==> config.mk <==
export PLATFORM = sky130hd
export DESIGN_NAME = rtc_alarm_match
export DESIGN_NICKNAME = d
export VERILOG_FILES = /design/src/rtl/rtc_alm_pkg.sv /design/src/rtl/alm_regfile.sv /design/src/rtl/alm_field_cmp.sv /design/src/rtl/alm_match_reg.sv /design/src/rtl/rtc_alarm_match.sv
export SDC_FILE = /design/constraint.sdc
export NUM_CORES = 1
export LEC_CHECK = 0
export BUFFER_PORTS_ARGS = -buffer_cell sky130_fd_sc_hd__clkbuf_2
export CORE_ASPECT_RATIO = 0.9
export CORE_UTILIZATION = 50
export DETAILED_ROUTE_END_ITERATION = 10
export PLACE_DENSITY_LB_ADDON = 0.12
export RECOVER_POWER = 50
export SYNTH_ARGS = -nofsm -noshare
export SYNTH_HDL_FRONTEND = slang
export SYNTH_SLANG_ARGS = --single-unit
==> constraint.sdc <==
create_clock -name clk -period 2.1 [get_ports clk]
set_input_delay 0.21 -clock clk [delete_from_list [all_inputs] [get_ports clk]]
set_output_delay 0.21 -clock clk [all_outputs]
set_load 0.03 [all_outputs]
==> src/rtl/rtc_alm_pkg.sv <==
package rtc_alm_pkg;

  typedef enum logic [2:0] {
    FLD_SEC  = 3'd0,
    FLD_MIN  = 3'd1,
    FLD_HOUR = 3'd2,
    FLD_MDAY = 3'd3,
    FLD_MON  = 3'd4
  } alm_field_e;

  localparam int unsigned FIELD_CNT = 5;
  localparam logic [7:0]  RESET_CODE = 8'hFF;

  // top two bits set marks "match anything"
  function automatic logic is_wild(input logic [7:0] v);
    return v[7:6] == 2'b11;
  endfunction

  // day field keeps only its low six bits visible
  function automatic logic [7:0] day_view(input logic [7:0] v);
    return {2'b00, v[5:0]};
  endfunction

  function automatic logic field_hit(input logic is_day,
                                     input logic [7:0] alm,
                                     input logic [7:0] cur);
    if (is_wild(alm)) return 1'b1;
    if (is_day) return (alm[5:0] == 6'd0) || (day_view(alm) == cur);
    return alm == cur;
  endfunction

endpackage

==> src/rtl/alm_regfile.sv <==
module alm_regfile
  import rtc_alm_pkg::*;
#(
  parameter int unsigned FIELDS  = FIELD_CNT,
  parameter int unsigned ADDR_W  = 3,
  parameter logic [FIELDS-1:0] PRESENT = '1
) (
  input  logic                       clk,
  input  logic                       rst_n,
  input  logic                       we,
  input  logic [ADDR_W-1:0]          addr,
  input  logic [7:0]                 wdata,
  output logic [FIELDS-1:0][7:0]     regs,
  output logic [7:0]                 rdata
);

  for (genvar i = 0; i < FIELDS; i++) begin : g_fld
    if (PRESENT[i]) begin : g_on
      always_ff @(posedge clk) begin
        if (!rst_n)
          regs[i] <= RESET_CODE;
        else if (we && (addr == ADDR_W'(i)))
          regs[i] <= wdata;
      end
    end else begin : g_off
      assign regs[i] = 8'h00;
    end
  end

  always_comb begin
    rdata = 8'h00;
    for (int i = 0; i < FIELDS; i++) begin
      if (PRESENT[i] && (addr == ADDR_W'(i))) begin
        if (i == int'(FLD_MDAY)) rdata = day_view(regs[i]);
        else                     rdata = regs[i];
      end
    end
  end

endmodule

==> src/rtl/alm_field_cmp.sv <==
module alm_field_cmp
  import rtc_alm_pkg::*;
#(
  parameter bit IS_DAY = 1'b0
) (
  input  logic [7:0] alm,
  input  logic [7:0] cur,
  output logic       hit
);

  assign hit = field_hit(IS_DAY, alm, cur);

endmodule

==> src/rtl/alm_match_reg.sv <==
module alm_match_reg #(
  parameter int unsigned FIELDS = 5
) (
  input  logic              clk,
  input  logic              rst_n,
  input  logic              tick,
  input  logic [FIELDS-1:0] hits,
  output logic              pulse
);

  always_ff @(posedge clk) begin
    if (!rst_n) pulse <= 1'b0;
    else        pulse <= tick & (&hits);
  end

endmodule

==> src/rtl/rtc_alarm_match.sv <==
module rtc_alarm_match
  import rtc_alm_pkg::*;
#(
  parameter bit          HAS_DAY = 1'b1,
  parameter bit          HAS_MON = 1'b1,
  parameter int unsigned ADDR_W  = 3
) (
  input  logic              clk,
  input  logic              rst_n,
  input  logic              sec_tick,
  input  logic [7:0]        cur_sec,
  input  logic [7:0]        cur_min,
  input  logic [7:0]        cur_hour,
  input  logic [7:0]        cur_mday,
  input  logic [7:0]        cur_mon,
  input  logic              reg_we,
  input  logic [ADDR_W-1:0] reg_addr,
  input  logic [7:0]        reg_wdata,
  output logic [7:0]        reg_rdata,
  output logic              match_pulse
);

  localparam int unsigned FIELDS = FIELD_CNT;
  localparam logic [FIELDS-1:0] PRESENT = {HAS_MON, HAS_DAY, 3'b111};

  logic [FIELDS-1:0][7:0] alm_regs;
  logic [FIELDS-1:0][7:0] cur_vec;
  logic [FIELDS-1:0]      field_hit_w;

  assign cur_vec = {cur_mon, cur_mday, cur_hour, cur_min, cur_sec};

  alm_regfile #(
    .FIELDS (FIELDS),
    .ADDR_W (ADDR_W),
    .PRESENT(PRESENT)
  ) i_regs (
    .clk  (clk),
    .rst_n(rst_n),
    .we   (reg_we),
    .addr (reg_addr),
    .wdata(reg_wdata),
    .regs (alm_regs),
    .rdata(reg_rdata)
  );

  for (genvar i = 0; i < FIELDS; i++) begin : g_cmp
    if (PRESENT[i]) begin : g_on
      alm_field_cmp #(
        .IS_DAY(i == int'(FLD_MDAY))
      ) i_cmp (
        .alm(alm_regs[i]),
        .cur(cur_vec[i]),
        .hit(field_hit_w[i])
      );
    end else begin : g_off
      assign field_hit_w[i] = 1'b1;
    end
  end

  alm_match_reg #(
    .FIELDS(FIELDS)
  ) i_match (
    .clk  (clk),
    .rst_n(rst_n),
    .tick (sec_tick),
    .hits (field_hit_w),
    .pulse(match_pulse)
  );

endmodule

Word-level counts from Yosys, hierarchy flattened:

Index checks and enable logic that the tools add are counted.

* bitwise logic cells: 1
* multiplexer cells: 22
* equal/unequal tests: 15
* reductions and logical operators: 9

Operator list (count)
* 8-bit equality test: 5
* 8-bit two-way mux: 5
* 1-bit two-way mux: 17
* 2-bit equality test, second input constant: 5
* 6-bit by 8-bit equality test with 1-bit output: 1
* 3-bit by 2-bit equality test with 1-bit output, second input constant: 2
* 6-bit zero test: 1
* 1-bit logical AND: 5
* 5-bit AND reduction: 1
* 3-bit by 1-bit equality test with 1-bit output, second input constant: 1
* 3-bit equality test, second input constant: 1
* 3-bit zero test: 1
* 1-bit bitwise AND: 1
* 1-bit logical OR: 1

* flip-flop bits (word level): 41
* word-level logic and storage cells: 53
* output and inout port bits: 9

Longest topological paths before layout:

Gate-level depths: netlist of run 1.

* depth after elaboration: 7
* mapped depth: 6
* gate-level depth less buffers: 5

Cells and area by module:

A second synthesis of run 1 with hierarchy kept.

* cells, all modules: 261
* area, all modules: 2348.5 µm²

Modules (own cells, without submodules)
* alm_regfile: cells an instance 196, area each 1858.0 µm², instances 1
* alm_field_cmp (g_cmp[0].g_on.i_cmp ...): cells an instance 12, area each 91.3 µm², instances 4
* alm_field_cmp (g_cmp[3].g_on.i_cmp): cells an instance 13, area each 90.1 µm², instances 1
* alm_match_reg: cells an instance 4, area each 35.0 µm², instances 1

Worst setup path after synthesis of run 1:

OpenSTA, ideal clock, no wires.

* path type: input-to-output
* start: input reg_addr[1]
* end: output reg_rdata[1]
* required time: 1.890 ns
* path buffers: 2
* data arrival time: 1.423 ns
* stages: 4
* setup slack: 0.467 ns
* path through: clkbuf_1 -> clkbuf_1 -> a31oi_1 -> o22ai_1

* word-level cells in the longest chain between the ends: 6
* elaborated cells between the ends (all ways): 10

RTL lines
* start, declared: line rtc_alarm_match.sv:17 `input logic [ADDR_W-1:0] reg_addr,`
* 3-bit zero test: line alm_regfile.sv:33 `if (PRESENT[i] && (addr == ADDR_W'(i))) begin`
* 8-bit two-way mux (4 in series): line alm_regfile.sv:33
* 8-bit two-way mux *: line alm_regfile.sv:33
* end, declared: line rtc_alarm_match.sv:19 `output logic [7:0] reg_rdata,`

Every way passes the cells marked *; elsewhere a longest branch is shown, timed or not.

Worst setup path after layout of run 1:

* start: input reg_addr[2]
* end: output reg_rdata[1]

The elaborated chain is that of the path after synthesis.

==> results of run 1 <==
state kept, by name, indices dropped and copies added, names as in the netlist:
name           count
i_regs.regs       40
i_match.pulse      1
routing by layer:
| metal | part of all wire [%] | vias up |
|---|---|---|
| met5 | 0 | - |
| met4 | 1.1 | 0 |
| met3 | 8.6 | 12 |
| met2 | 45 | 91 |
| met1 | 46 | 1010 |
| li1 | - | 1104 |
synth_stat cells, types with 4 or more instances:
cell type / n / area, µm²
nor2_1: 9 / 33.8
nor2b_1: 4 / 25.0
nand2_1: 84 / 315
mux2i_1: 6 / 60.1
o22ai_1: 4 / 25.0
xor2_1: 28 / 245
nor4_1: 6 / 37.5
a22oi_1: 7 / 52.6
a31oi_1: 4 / 25.0
clkbuf_1: 13 / 48.8
xnor2_1: 10 / 87.6
o21ai_1: 4 / 20.0
dfxtp_1: 41 / 821
nand3_1: 44 / 220
stage by stage:
stage | utilization (%) | cell area [µm²] | setup slack [ns] | power (mW)
after detailed placement | 61.9 | 2570 | 0.354 | 1.17
final | 63.5 | 2640 | 0.301 | 1.64
after global placement | 61.9 | 2570 | 0.468 | 1.17
after floorplan | - | 2210 | 0.467 | 1.04
after CTS | 63.7 | 2650 | 0.314 | 1.65
after global routing | 63.5 | 2640 | 0.171 | 1.72
path summary, 6_finish.rpt:
path	startpoint	end	slack, ns	cells past startpoint
worst min-delay path	sec_tick	i_match.pulse	0.19	2
worst max register to register	i_regs.regs[26]	i_match.pulse	0.30	5
worst min register to register	i_regs.regs[30]	i_regs.regs[30]	0.47	2
worst max-delay path	reg_addr[2]	reg_rdata[1]	0.30	5
power by group:
group	switching [mW]	leakage [nW]	internal, mW	total (mW)
clock	0.269	0.0399	0.219	0.487
sequential	0.0321	0.335	0.806	0.838
combinational	0.185	0.864	0.132	0.318
final cells by class:
type / instances / share of cell area (%)
Inverter: 2 / 0.284
Tap cell: 60 / 2.84
Sequential cell: 41 / 31.1
Clock inverter: 1 / 0.190
Clock buffer: 5 / 2.61
Timing Repair Buffer: 66 / 12.7
Multi-Input combinational cell: 233 / 50.3
kinds of logic (layout without fill, tap and decap cells):
| logic type | Yosys count | count (layout) | share of synthesized area [%] |
|---|---|---|---|
| AOI/OAI and AO/OA | 24 | 24 | 6.84 |
| xor gates and xnor gates | 38 | 38 | 15.0 |
| buffers and inverters | 16 | 74 | 2.77 |
| DFF | 41 | 41 | 37.1 |
| muxes | 8 | 8 | 4.75 |
| and+or+nand+nor | 163 | 163 | 33.6 |
==> out/summary.md, run 1 <==
The maximum net fanout on the critical path came out at 18. For the final database, setup skew stands at 0.00570 ns. Across the whole layout, storage elements account for 821 µm².

The number of antenna diodes in the final layout is 0. After synthesis, the share of flip-flops with an asynchronous set or reset is 0%. After layout, the minimum clock period comes to 1.80 ns. After clock tree synthesis, the setup repair step added 0 buffers. At the end of the flow, the number of nets in the layout was 404. Static timing analysis puts the maximum clock frequency at 556 MHz. The wire length of the first global-routing pass is 9.58 mm. STA classifies the critical path startpoint as an input pin.

The flip-flop and latch count after synthesis was 41; the placed cell count was 402. The critical path class is in -> out. The cell sitting at the root of the clock tree is a clkbuf_8.

In the final layout, the multi-input gates occupy 1330 µm². The final route contains 2217 vias. The largest individual stage delay along the critical path comes from the cell clkbuf_1. The die covers 4700 µm². Counting every net in the synthesized netlist gives 345. In the global route stage, met2 resource usage came out at 39.7%. Final global-route overflow total: 0. Count of standard-cell rows: 22. Aggregate negative setup slack: 0 ns.

The library cells used most frequently in the layout, excluding fill and tap cells, are 84 x nand2_1, 61 x clkbuf_2, 44 x nand3_1, 41 x dfxtp_1, 28 x xor2_1. The HPWL after detailed placement is 4.57 mm. Counting flops with a built-in enable in the synthesized netlist gives 0. For the core footprint, the log shows 4160 µm². Leaving out filler cells and counting taps, the final layout contains 408. For this run, the number of Yosys warnings is 0.

Walking the worst path, the cells encountered are clkbuf_1 -> nor2b_1 -> a22oi_1 -> o22ai_1 -> clkbuf_2. The count of buffers from port buffering is 63. The die is 65.1 µm tall. The routed design has 6.11 mm of wire. Global-route layer with the greatest usage: met1. After clock tree synthesis, the clock-pin slew on the worst setup and hold paths is 0.08 ns. For the pin with the worst max-slew slack, the measured transition is 0.961 ns. The number of global-route vias before repair is 1899. The type of the worst min-delay path was in -> reg. Global routing used 27.8% of the available tracks.

The max-slew violation count was 0; the global-route track usage on met1 was 41.3%. The tool flagged a number of max-cap violations equal to 0. Power spread over the standard cell area amounts to 622 nW/µm². Across all hold checks on the routed design, the worst slack comes to 0.188 ns. The die is 72.2 µm wide. Dividing the synthesized area by the synthesized cell count gives 7.64 µm². The post-route antenna net violation count was 0; the latest clock arrival within the worst-skew pair was 0.30 ns. The cell class contributing the biggest share of worst-path delay was buffers and inverters. Once the clock tree was built, the resizer swapped 0 gates to a different size. TritonCTS built the clock tree. Once the floorplan was initialized, standard cells occupied 53.3% of the core. For this run, the register share of the synthesized area comes to 37.1%. Entering global routing, the biggest net connects 27 pins. The number of hold violations in the final report was 0; the count of unique library cells instantiated by Yosys was 29. The worst setup path is captured at a primary output.

Worst-case vdd ir drop: 421 µV. The first-pass iteration count of the detailed router is 4, and the routability congestion estimate from global placement is 0.929. The tools report the worst-case clock buffer depth as 2. The number of buffers created by CTS was 5; the final period utilization was 85.7%.

The most common library cell in the layout ignoring fill and taps is nand2_1. The total clock sinks was 41; the count of buffer and inverter cells on the critical path was 2. For the headroom to the max-slew limit, the log shows 35.8%.

For this design the top-level I/O count stands at 64. Setup repair after global routing left no endpoint under its margin. After detailed routing, the number of remaining DRC violations is 0. At the worst endpoint, the required time is 1.89 ns. The detailed router finished its first iteration with 292 violations.

The netlist area before placement was 2210 µm²; the average wire per cell in the routed design was 15.0 µm. The number of antenna violations at the first check in global routing is 0. The delay of the slowest cell on the worst path is 0.50 ns.

Setup violations remaining at the end of the flow were counted as 0. Data on the critical path arrives at its endpoint at 1.59 ns. Relative to the synthesized area, the layout overhead comes to 19.2%. The run gives 6.75% as the met3 layer usage reported by global route.

The gate count after technology mapping came out at 290. In this run the number of H-tree levels came out at 2. The flow ran to the end, and the final reports show no timing, DRC or antenna violations. The analysis attributes to cell leakage a power of 1.24 nW. After clock tree synthesis, the flow added hold-fix buffers numbering 0. In the synthesized netlist the dominant register cell turns out to be dfxtp_1. In the routed layout, each cell is associated on average with a via count of 5.43. The post-route netlist has 21.0% of its cells at a drive strength greater than 1. The total of fill cells in the finished design is 406.
No activity file was read; power rests on OpenSTA's default activity.
==> run 2, diff against run 1 <==
Settings changed: CORE_UTILIZATION 50 to 47, HOLD_SLACK_MARGIN set to 0.06.
Clock period 2.1 ns to 1.5 ns, I/O delays scaled along.
==> run 2 against run 1 <==
Cell count up 11%; sequential power up 40%; non-clock buffer count up 40; sequential share of layout area down 4.6 points; critical path type is now reg -> out; flip-flop and latch count unchanged; global-route usage increased by 1.1 points; clock-buffer cell count grew 2; critical endpoint is now reg_rdata[4]; the run now ends with setup timing left; first-iteration DRC count down 46%; combinational power grew 86%; worst hold slack got worse by 0.059 ns; worst setup slack got worse by 0.43 ns; final area is 19% higher.
==> out/summary.md, run 2 (same netlist as run 1, synthesis figures left out) <==
The worst setup path is captured at a primary output. The cell depth of the worst hold path was 2. Headroom to the max-slew limit came out at 72.1%.

The die is 74.4 µm wide. For this run, the top clock speed supported by timing is 614 MHz. The worst path uses 109% of the clock period. Global routing consumed, on the met3 layer, 4.99% of the routing resources.

The analysis attributes to cell leakage a power of 1.46 nW. Across the VDD grid, the largest voltage drop is 691 µV. Counting tap cells, the placed design contains a total of 441 instances.

The global-route layer with the greatest usage was met2. For this run, the number of standard cells in the final layout without fillers is 451. The worst hold path belongs to the class in -> reg. The worst hold path begins at sec_tick. The logs give 0 for the number of hold-repair buffers added at the cts stage and 0.900 for the routability congestion estimate from global placement.

Dividing the detail-routed wire length by the instance count gives 15.1 µm. The number of clock buffers added by TritonCTS is 5. For the maximum number of pins on one net before global-route repair, the log shows 18.

The post-route antenna net violation count is 0, and the count of buffers from port buffering is 63. The run gives 2137 as the number of global-route vias before repair. The clock tree synthesis step divided the H-tree into 2 levels. The number of hold violations in the final report was 0; the final global-route overflow total was 0.

The latest clock arrival within the worst-skew pair was 0.30 ns. The flow ran to the end, but the final reports show violations. The run gives 2408 as the count of vias placed by the detailed router.

The area growth from synthesis to layout was 42.4%. After detailed routing, the number of vias per cell comes to 5.34. The checks that failed: setup timing. The depth of the worst register-to-register path is 5.

Ranked by flip-flop count, first place goes to i_regs.regs. In this run the critical register-to-register path is captured at i_match.pulse. For the slack of the worst reg-to-reg path, the log shows -0.08 ns. The first routing iteration left 159 violations.

The tools report the DRC violations left as 0. Setup repair after global routing could not meet its margin everywhere. The logs give 0 for the number of maximum-capacitance violations and 28.9% for the global-route total usage across every layer. The final worst-path setup slack was -0.129 ns; the total clock sinks was 41. After the last flow step, the layout net total stands at 444.

For the finished layout, the period the worst path requires is 1.63 ns. The max-slew violation count was 0; the critical path arrival was 1.48 ns. The ratio of total power to cell area works out to 790 nW/µm². The total area inside the core boundary comes to 4490 µm². In this run the worst path has a maximum fanout of 2. STA classifies the critical path startpoint as a flip-flop.

The core occupancy in the finished layout came out at 70.3%. The die covers 4990 µm². The largest registers in the layout are i_regs.regs (40), i_match.pulse (1). Global routing used 39.5% of the available met1 tracks.

Setup violations remaining at the end of the flow were counted as 8. The tools report the endpoint of the worst hold path as i_match.pulse. On the final layout, the worst clock skew is 0.00283 ns.

The library cells used most frequently in the layout, excluding fill and tap cells, are 84 x nand2_1, 54 x clkbuf_2, 44 x nand3_1, 33 x buf_4. The die is 67.1 µm tall. The first TritonRoute pass finished after 4 iterations. The fraction of final layout cells with drive strength greater than 1 is 37.3%.

The library cell used most frequently in the layout, excluding fill and tap cells, is nand2_1. The flip-flop count of the largest register after layout is 40. The critical path class was reg -> out.

The wire-length estimate of the detail-placed layout is 5.02 mm. The clock tree root driver cell is clkbuf_8. STA puts the critical path data required time at 1.35 ns. The number of diodes is 0, and the count of standard-cell rows is 23.

The logs give 6.83 mm for the total routed wirelength and 2 for the worst-case clock buffer depth. The run gives 0 as the number of antenna violations at the first check in global routing. At the pin with the least slew margin, the transition time is 0.417 ns. In this run the count of I/O pins placed on the die edge is 64. After clock tree synthesis, the clock-pin slew on the worst setup and hold paths is 0.07 ns.

The run gives 45.7% as the fraction of met2 tracks used by global routing. The effective utilization at floorplan is 49.3%. The startpoint identified for the worst register-to-register timing path is i_regs.regs[26]. TritonCTS built the clock tree. The first global-routing pass estimated 10.5 mm of wire.
run 2: final cells by class:
class                   count  area (µm²)
clock buffers               7        86.3
fillers                   394        1340
multi-input cells         233        1420
repair buffers            106         722
inverters                   2        7.51
well taps                  62        77.6
flip-flops and latches     41         837
run 2: metal layers:
metal	vias up	share of wire, %
li1	1185	-
met1	1114	44
met2	97	47
met3	12	7.6
met4	0	2.1
met5	-	0
run 2: how the worst max path moves through the flow:
stage	slack [ns]	startpoint	endpoint	cells after the start
floorplan	-0.05	i_regs.regs[26]	i_match.pulse	5
global route	-0.22	i_regs.regs[27]	i_match.pulse	6
global placement	-0.07	i_regs.regs[26]	i_match.pulse	5
CTS	-0.16	i_regs.regs[24]	reg_rdata[0]	5
finish	-0.13	i_regs.regs[28]	reg_rdata[4]	5
detailed placement	-0.07	i_regs.regs[26]	i_match.pulse	5
run 2: worst max-delay path, stage by stage (launching register included):
cell and delay (ns):
dfxtp_2 0.33, buf_6 0.11, mux4_2 0.46, inv_2 0.07
o21ai_2 0.05, clkbuf_8 0.16
run 2: repair_timing:
item,CTS,global route
setup buffers,4,1
setup endpoints to repair,9,9
hold endpoints to repair,0,0
pin swaps,11,4
resized for setup,37,21
run 2: where the power goes:
group | internal, mW | switching (mW)
sequential | 1.13 | 0.0359
clock | 0.365 | 0.369
combinational | 0.280 | 0.310
total | 1.78 | 0.715
run 2: metrics by stage:
step                      hold slack, ns  total power [mW]  TNS, ns  area [µm²]  setup slack [ns]
after detailed placement           0.453              1.71  -0.0722        2880           -0.0722
after global placement             0.450              1.70  -0.0710        2880           -0.0710
after floorplan                    0.274              1.47  -0.0480        2240           -0.0480
after global routing               0.137              2.59    -1.23        3150            -0.217
final                              0.129              2.49   -0.772        3150            -0.129
after CTS                          0.148              2.47   -0.751        3100            -0.163
==> run 3, diff against run 2 <==
Settings changed: SKIP_CTS_REPAIR_TIMING set to 1.
==> run 3 against run 2 <==
The run still ends with setup timing left; worst hold slack improved by 0.0026 ns; first-iteration DRC count is 4.4% lower; wire length fell by 1.5%; combinational power fell by 2%; sequential share of layout area grew 0.18 points; clock power about the same; global-route usage down 1.1 points; clock-buffer cell count unchanged; flip-flop and latch count stayed put; critical path type unchanged; critical endpoint is now reg_rdata[1]; largest cell class unchanged; largest power group unchanged.
==> out/summary.md, run 3 (same netlist as run 1, synthesis figures left out) <==
Pin placement for this block handled 64 I/O pins. The maximum number of pins on one net before global-route repair was 18. The die is 67.1 µm tall. The final reports fail on setup timing.

The setup clock skew after layout is 0.00290 ns, and the worst-margin pin slew is 0.449 ns. The type of the worst min-delay path was in -> reg. Leaving out fill and tap cells, the most frequent cells in the layout are 84 x nand2_1, 54 x clkbuf_2, 44 x nand3_1, 32 x dfxtp_1, 31 x buf_4. Setup violations remaining at the end of the flow were counted as 9. STA puts the critical path data arrival time at 1.49 ns.

The total of fill cells in the finished design came out at 402. The number of antenna diodes in the final layout is 0. The die covers 4990 µm². The floorplan has 23 rows.

The tools report the register cell area after layout as 832 µm². The worst-case vdd ir drop was 696 µV. The first detailed-routing pass took 5 iterations. The largest register by flop count was i_regs.regs.

The worst pin sits at a relative slew slack of 70.0%. On the critical path the largest part of the delay comes from buffers and inverters. For this design the total switching power over the nets is 715 µW. The run gives 29.7% as the power share of the clock group.

The share of total power in sequential cells came out at 47.0%. The run finished, with violations left. The number of global-route vias before repair was 2063; the flip-flop count of the largest register after layout was 40.

For the global-route total usage across every layer, the log shows 27.9%. Across the run, the number of max-cap violations was 0. The die is 74.4 µm wide. The library cell used most frequently in the layout, excluding fill and tap cells, is nand2_1. Together, buffers and inverters on the worst path number 2. TritonCTS built the clock tree. Summed over all cells, the static leakage comes to 1.45 nW.

The tools report the count of vias placed by the detailed router as 2388. Once the floorplan was initialized, standard cells occupied 49.3% of the core. CTS built an H-tree with a depth of 2. STA puts the critical path data required time at 1.35 ns. The total clock sinks is 41. The maximum net fanout on the critical path was 2; the internal power contribution was 1.76 mW. Clock-pin slew was measured on the worst setup and hold paths at 0.07 ns. The core region is 4490 µm². Overall power consumption after layout is estimated at 2.48 mW. The run gives 0 as the max-slew violation count.

The tools report the HPWL after detailed placement as 5.02 mm. Setup repair after global routing could not meet its margin everywhere. In the final routed layout, each cell accounts on average for 15.0 µm. The switching part of the total power came out at 28.8%. The type of element launching the critical path is a flip-flop. The number of hold violations in the final report is 0, and the final worst-path setup slack is -0.144 ns.

In the final layout, the registers with the most flip-flops are i_regs.regs (40), i_match.pulse (1). STA classifies the critical path endpoint as a primary output. At the end of the flow, the number of nets in the layout was 442. At the later pin of the worst-skew pair, clock insertion delay measures 0.30 ns. Of the cells placed in the final design, the portion with a size suffix greater than 1 is 35.9%. Summed over all layers, the global routing overflow is 0. The total routed wirelength was 6.73 mm. The number of buffers created by CTS came out at 5. The worst slack at placement is -0.0722 ns. The first global-routing pass estimated 10.1 mm of wire.

The DRC violations left was 0. The delay of the slowest cell on the worst path came out at 0.32 ns. The number of DRC markers in iteration 0 was 152.

The area growth from synthesis to layout is 40.6%. The combinational cell fraction of total power was 23.3%; the minimum period implied by the final worst setup slack was 1.64 ns. In this run the power density over the cells is 796 nW/µm². The critical path goes through buf_4 -> mux2i_1 -> nor2_1 -> a31oi_2 -> o22ai_2 -> buf_2. In the finished design, the share of the clock period the worst path needs comes to 110%.

The clock tree root driver cell was clkbuf_8. Summing all multi-input logic gate instances after layout gives 1430 µm². Across all hold checks on the routed design, the worst slack comes to 0.132 ns. Buffers placed on the I/O ports in this run total 63.

The worst-case clock buffer depth came out at 2. Among all stages on the critical path, the largest delay is contributed by dfxtp_1. The via-per-instance ratio is 5.32. For the post-route antenna net violation count, the log shows 0.

Static timing analysis puts the maximum clock frequency at 608 MHz. The tools report the number of antenna violations at the first check in global routing as 0. Routability-driven placement finished with a final weighted congestion of 0.900. By startpoint and endpoint, the worst setup path is classified as reg -> out.
==> run 3: cell types whose count changed in the layout (fill, tap and decap cells not counted), sizes merged <==
cell,previous run,this run
buf,44,46
clkbuf,69,65
==> run 3: final timing paths <==
kind / startpoint / end / slack (ns) / cells past startpoint
max: i_regs.regs[1] / reg_rdata[1] / -0.14 / 6
min: sec_tick / i_match.pulse / 0.13 / 2
max reg2reg: i_regs.regs[27] / i_match.pulse / -0.09 / 6
min reg2reg: i_regs.regs[30] / i_regs.regs[30] / 0.49 / 2
==> run 3: worst register-to-register path: cells and delay by family, from the launching register on <==
family / cells / cell delay [ns]
simple gates: 3 / 0.55
buf+inv: 1 / 0.14
xor+xnor: 1 / 0.15
compound gates: 1 / 0.38
flops: 1 / 0.32
==> run 3: power groups by stage <==
stage / Combinational [mW] / Clock (mW) / Sequential [mW]
after floorplan: 0.283 / 0 / 1.19
after global placement: 0.516 / 0 / 1.18
after detailed placement: 0.521 / 0 / 1.19
after CTS: 0.524 / 0.742 / 1.16
after global routing: 0.624 / 0.791 / 1.17
final: 0.577 / 0.737 / 1.17
==> run 3: per-stage QoR <==
step	utilization (%)	cells	setup TNS, ns	instance area (µm²)
finish	69.4	449	-0.929	3110
global route	69.4	449	-1.39	3110
CTS	66.1	448	-1.23	2970
detailed placement	64.1	441	-0.0722	2880
global placement	64.1	441	-0.0710	2880
floorplan	-	290	-0.0480	2240
==> run 3: layer usage <==
metal	GRT usage, %	wire (µm)	share of wire, %	up-vias
li1	-	-	-	1181
met1	38.1	2910	43	1075
met2	44.7	3070	46	124
met3	4.08	649	9.6	8
met4	9.67	99	1.5	0
met5	0	0	0	-
==> run 3: layout make-up <==
type	count	share of cell area (%)
clock buffers	7	2.77
inverters	2	0.241
multi-input cells	233	45.8
flip-flops and latches	41	26.7
well taps	62	2.49
repair buffers	104	22.0
